==> config.mk <==
export PLATFORM = sky130hd
export DESIGN_NAME = tmr_sync_counter
export DESIGN_NICKNAME = d
export VERILOG_FILES = /design/src/rtl/tmr_ctr_pkg.sv /design/src/rtl/tmr_ctr_next.sv /design/src/rtl/tmr_ctr_copy.sv /design/src/rtl/tmr_ctr_vote.sv /design/src/rtl/tmr_sync_counter.sv
export SDC_FILE = /design/constraint.sdc
export NUM_CORES = 1
export LEC_CHECK = 0
export ABC_AREA = 1
export CORE_ASPECT_RATIO = 1.1
export CORE_MARGIN = 5
export CORE_UTILIZATION = 30
export CTS_BUF_LIST = sky130_fd_sc_hd__clkbuf_4 sky130_fd_sc_hd__clkbuf_8 sky130_fd_sc_hd__clkbuf_16
export DETAILED_ROUTE_END_ITERATION = 10
export DONT_BUFFER_PORTS = 1
export MAX_ROUTING_LAYER = met4
export PLACE_DENSITY = 0.45
export SYNTH_ARGS = -nofsm -noshare
export SYNTH_HDL_FRONTEND = slang
export SYNTH_SLANG_ARGS = --single-unit
==> constraint.sdc <==
create_clock -name clk -period 1.9 [get_ports clk]
set_input_delay 0.095 -clock clk [delete_from_list [all_inputs] [get_ports clk]]
set_output_delay 0.095 -clock clk [all_outputs]
set_load 0.05 [all_outputs]
==> src/rtl/tmr_ctr_pkg.sv <==
package tmr_ctr_pkg;
  localparam int unsigned NUM_COPIES = 3;
  typedef logic [1:0] copy_idx_t;
endpackage

==> src/rtl/tmr_ctr_next.sv <==
module tmr_ctr_next #(
  parameter int unsigned WIDTH = 8
) (
  input  logic             en,
  input  logic [WIDTH-1:0] voted_state,
  output logic [WIDTH-1:0] next_state
);
  // Next state is derived only from the voted value, never from the own register.
  always_comb begin
    if (en) next_state = voted_state + WIDTH'(1);
    else    next_state = voted_state;
  end
endmodule

==> src/rtl/tmr_ctr_copy.sv <==
module tmr_ctr_copy #(
  parameter int unsigned    WIDTH      = 8,
  parameter logic [WIDTH-1:0] INIT_VALUE = '0
) (
  input  logic             clk,
  input  logic             rst,
  input  logic [WIDTH-1:0] next_state,
  input  logic [WIDTH-1:0] flip_mask,
  output logic [WIDTH-1:0] state_q
);
  always_ff @(posedge clk) begin
    if (rst) state_q <= INIT_VALUE;
    else     state_q <= next_state ^ flip_mask;
  end

  assert_reset_load_R1: assert property (@(posedge clk)
    rst |=> state_q == INIT_VALUE);
endmodule

==> src/rtl/tmr_ctr_vote.sv <==
module tmr_ctr_vote #(
  parameter int unsigned WIDTH = 8
) (
  input  logic [WIDTH-1:0] in_a,
  input  logic [WIDTH-1:0] in_b,
  input  logic [WIDTH-1:0] in_c,
  output logic [WIDTH-1:0] voted
);
  always_comb voted = (in_a & in_b) | (in_a & in_c) | (in_b & in_c);

  // Two agreeing inputs always decide the result.
  always_comb begin
    if (in_a == in_b) assert_pair_wins_R3: assert (voted == in_a);
    if (in_b == in_c) assert_pair_wins_bc_R3: assert (voted == in_b);
  end
endmodule

==> src/rtl/tmr_sync_counter.sv <==
module tmr_sync_counter
  import tmr_ctr_pkg::*;
#(
  parameter int unsigned      WIDTH         = 8,
  parameter int unsigned      BIT_IDX_W     = (WIDTH > 1) ? $clog2(WIDTH) : 1,
  parameter logic [WIDTH-1:0] INIT_VALUE    = '0,
  parameter bit               SPLIT_VOTERS  = 1'b1
) (
  input  logic                 clk,
  input  logic                 rst,
  input  logic                 en,
  input  logic                 inj_en,
  input  logic [1:0]           inj_copy,
  input  logic [BIT_IDX_W-1:0] inj_bit,
  output logic [WIDTH-1:0]     q_out,
  output logic [2:0]           copy_mismatch
);
  localparam logic [WIDTH-1:0] ONE_HOT_LSB = WIDTH'(1);

  logic [WIDTH-1:0] copy_q    [NUM_COPIES];
  logic [WIDTH-1:0] fb_vote   [NUM_COPIES];
  logic [WIDTH-1:0] copy_next [NUM_COPIES];
  logic [WIDTH-1:0] copy_flip [NUM_COPIES];
  logic [WIDTH-1:0] voted;
  logic [2:0]       differs;
  logic             inj_fire;

  assign inj_fire = inj_en && !rst && (inj_copy != copy_idx_t'(3));

  // Output voter, placed after the flip-flops.
  tmr_ctr_vote #(.WIDTH(WIDTH)) u_out_vote (
    .in_a (copy_q[0]),
    .in_b (copy_q[1]),
    .in_c (copy_q[2]),
    .voted(voted)
  );

  for (genvar k = 0; k < NUM_COPIES; k++) begin : g_copy
    if (SPLIT_VOTERS) begin : g_own_vote
      tmr_ctr_vote #(.WIDTH(WIDTH)) u_fb_vote (
        .in_a (copy_q[0]),
        .in_b (copy_q[1]),
        .in_c (copy_q[2]),
        .voted(fb_vote[k])
      );
    end else begin : g_shared_vote
      assign fb_vote[k] = voted;
    end

    assign copy_flip[k] = (inj_fire && inj_copy == copy_idx_t'(k))
                          ? (ONE_HOT_LSB << inj_bit) : '0;

    tmr_ctr_next #(.WIDTH(WIDTH)) u_next (
      .en         (en),
      .voted_state(fb_vote[k]),
      .next_state (copy_next[k])
    );

    tmr_ctr_copy #(.WIDTH(WIDTH), .INIT_VALUE(INIT_VALUE)) u_reg (
      .clk       (clk),
      .rst       (rst),
      .next_state(copy_next[k]),
      .flip_mask (copy_flip[k]),
      .state_q   (copy_q[k])
    );

    assign differs[k] = (copy_q[k] != voted);
  end

  always_ff @(posedge clk) begin
    if (rst) begin
      q_out         <= INIT_VALUE;
      copy_mismatch <= '0;
    end else begin
      q_out         <= voted;
      copy_mismatch <= differs;
    end
  end

  // a single upset leaves at most one copy out of line.
  assert_single_disagree_R3: assert property (@(posedge clk) disable iff (rst)
    $countones(differs) <= 1);

  // without an injection on the previous edge, all copies agree.
  assert_resync_R4: assert property (@(posedge clk) disable iff (rst)
    !$past(inj_fire) |-> (copy_q[0] == copy_q[1] && copy_q[1] == copy_q[2]));

  assert_count_step_R2: assert property (@(posedge clk) disable iff (rst)
    en |=> voted == $past(voted) + WIDTH'(1));

  assert_hold_R5: assert property (@(posedge clk) disable iff (rst)
    !en |=> voted == $past(voted));

  assert_flag_single_R7: assert property (@(posedge clk) disable iff (rst)
    $onehot0(copy_mismatch));

  assert_ignored_copy_R6: assert property (@(posedge clk) disable iff (rst)
    (inj_en && inj_copy == copy_idx_t'(3)) |=> differs == 3'b000);
endmodule

==> impl_results.md <==
- Avg Inst Size Synth: 6.772 sq um
- CTS buffer count: 5
- Core Util, Final: 33.51%
- Critical Path RT: 2.08 ns
- Prevailing post-synth register cell: dfxtp_1
- Cell area after synthesis: 0.002120 sq mm
- Slew Limit Fails: 0
- Setup TNS: 0 ns
- Clock Latency Late Sink: 0.28 ns
- Hold Slack: 0.04230 ns
- Drt wl/cell: 12.26 um
- Hold Path Class: in -> reg
- Startpoint type of the worst setup path: flip-flop
- Least-Margin Pin Slew: 0.6719 ns
- Core box area: 0.006967 sq mm
- Syn nets: 323
- Final worst slack: 0.2098 ns
- Layout cells sized above 1: 11.25%
- Maximum buffer depth of the clock tree: 2
- Final HPWL DP: 3.890 mm
- Die Y: 98.16 um
- Setup violations, final: 0
- Vias in the first global route: 1710
- Root Buffer: clkbuf_8
- DRC viols: 0
- RSZ-0062 raised after global routing: no
- Yosys reg bits: 35
- Post-synth top area share: 33.06%
- Htree depth: 2
- First-pass DRT Iterations: 4
- Routed vias/inst: 4.457
- Power Density: 658.3 mW/mm^2
- Register area share after synthesis: 33.06%
- YS warnings: 0
- Synth async-reset ratio: 0%
- Worst setup EP type: flip-flop
- Final hold vios: 0
- Rows: 32
- Total track usage: 12.19%
- LEAKAGE: 1.122 nW
- Area leader, netlist: dfxtp_1
- Initial DRC Count: 95
- Final wirelength: 4.964 mm
- Post-synth EDFFs: 0
- Maximum net fanout on the critical path: 7
- Placed insts: 396
- F_max: 0.5917 GHz
- Max-cap violation count: 0
- Clock-pin slew on the worst setup and hold paths: 0.07 ns
- First-pass GRT wire length: 8.418 mm
- Clk sinks: 35
- Status: complete, no violations
- Via count: 1805
- Top cells by area, synth: dfxtp_1 33%, nand2_1 14%, nor2_1 8.9%
- Antenna diodes: 0
- WS Path Type: reg -> reg
- Die area: 0.008848 sq mm
- Max-slew headroom: 55.16%
- Area delta synth->final: 10.15%
- Synth Instances: 313
- Num ports: 20
- Antenna-violating nets left: 0
- Starting Density: 30.42%
- Netlist cell types: 32
- Pre-CTS setup slack: 0.2243 ns
- Nets: 329
- Total congestion overflow: 0
- FILL cells: 781
- Min Clock Period, post-route: 1.690 ns
- Period utilization: 88.96%
- Post-route clock skew: 0.007525 ns
- Number of antenna violations at the first check in global routing: 0
- Critical Path AT: 1.87 ns
- CTS tree: built
- Post-route insts no fill: 405
- Cell with the most instances after synthesis: nand2_1
- Gp weighted congestion: 0.7606
- Synth cell count leaders: 80 x nand2_1, 50 x nor2_1, 41 x inv_1
- Peak VDD IR: 0.0003081 V
- Die Wd: 90.14 um
- Largest net degree at the start of global routing: 23
- I/O Buffers: 0
==> cell type report <==
type                    count  area (sq um)  area share, %
well taps                  85         106.4          4.555
flip-flops and latches     35         700.7          30.01
clock buffers               8         103.9          4.448
multi-input cells         231          1241          53.16
repair buffers              2         17.52         0.7503
inverters                  44         165.2          7.074
==> cell usage in the layout (no fill, tap or decap), types with 2 or more instances in the layout <==
cell,synthesis,layout
a21oi_1,18,18
clkbuf_8,0,7
dfxtp_1,35,35
inv_1,41,41
inv_2,2,2
nand2_1,80,80
nand2_2,6,6
nand2_4,5,5
nand3_1,17,17
nand3_4,4,4
nand4_1,2,2
nor2_1,50,50
nor2_8,2,2
nor3_1,6,6
o21ai_0,14,14
o22ai_1,2,2
xnor2_1,5,5
xor2_1,8,8
==> where the power goes <==
group	total [mW]	leakage [nW]	switching, mW	internal [mW]
Sequential	0.796	0.284	0.0437	0.753
Combinational	0.131	0.784	0.0885	0.0430
Clock	0.609	0.0549	0.264	0.345
==> worst paths after layout <==
check,from,endpoint,slack (ns),depth (start not counted)
min reg2reg,g_copy[0].u_reg.state_q[6]$_SDFF_PP0_,copy_mismatch[0]$_SDFF_PP0_,0.62,3
max,g_copy[2].u_reg.state_q[1]$_SDFF_PP0_,g_copy[2].u_reg.state_q[6]$_SDFF_PP0_,0.21,9
min,inj_bit[2],g_copy[2].u_reg.state_q[1]$_SDFF_PP0_,0.04,3
max reg2reg,g_copy[2].u_reg.state_q[1]$_SDFF_PP0_,g_copy[2].u_reg.state_q[6]$_SDFF_PP0_,0.21,9
==> registers in the layout (all words and copies together) (netlist names) <==
name	flops
g_copy.u_reg.state_q	24
q_out	8
copy_mismatch	3
==> kinds of logic (layout without fill, tap and decap cells) <==
family / Yosys count / after routing / share of synthesized area [%]
AO/OA/AOI/OAI: 37 / 37 / 9.210
buffers and inverters: 47 / 54 / 8.383
AND/OR/NAND/NOR: 179 / 179 / 42.09
adder cells (fa/ha/maj): 1 / 1 / 0.5902
XOR/XNOR: 14 / 14 / 6.671
flip-flops: 35 / 35 / 33.06
==> stage by stage <==
step	instance area (sq um)	power [mW]
global placement	2221	0.9403
finish	2335	1.537
detailed placement	2221	0.9399
floorplan	2120	0.9074
CTS	2335	1.558
global route	2335	1.616
==> timing repair <==
| item | CTS | global route |
|---|---|---|
| endpoints found under the setup margin | 0 | 0 |
| setup buffers | 0 | 0 |
| hold buffers | 1 | 0 |
| resized for setup | 0 | 0 |
| endpoints found under the hold margin | 13 | 0 |
==> critical path, stage by stage, from the launching register on <==
cell and delay (ns):
dfxtp_1 0.34, nand2_1 0.12, nand3_4 0.15, ha_1 0.25, nand3_1 0.15, clkinv_1 0.14, nand3_1 0.09, nand2_1 0.13
a21oi_1 0.16, nor2_1 0.06
==> metal layers <==
metal | GRT usage (%) | share of wire (%)
met5 | - | 0
met4 | 4.582 | 1.8
met3 | 2.465 | 2.8
met2 | 19.37 | 47
met1 | 15.25 | 49
Note: power is estimated with default switching activity, not from simulation.
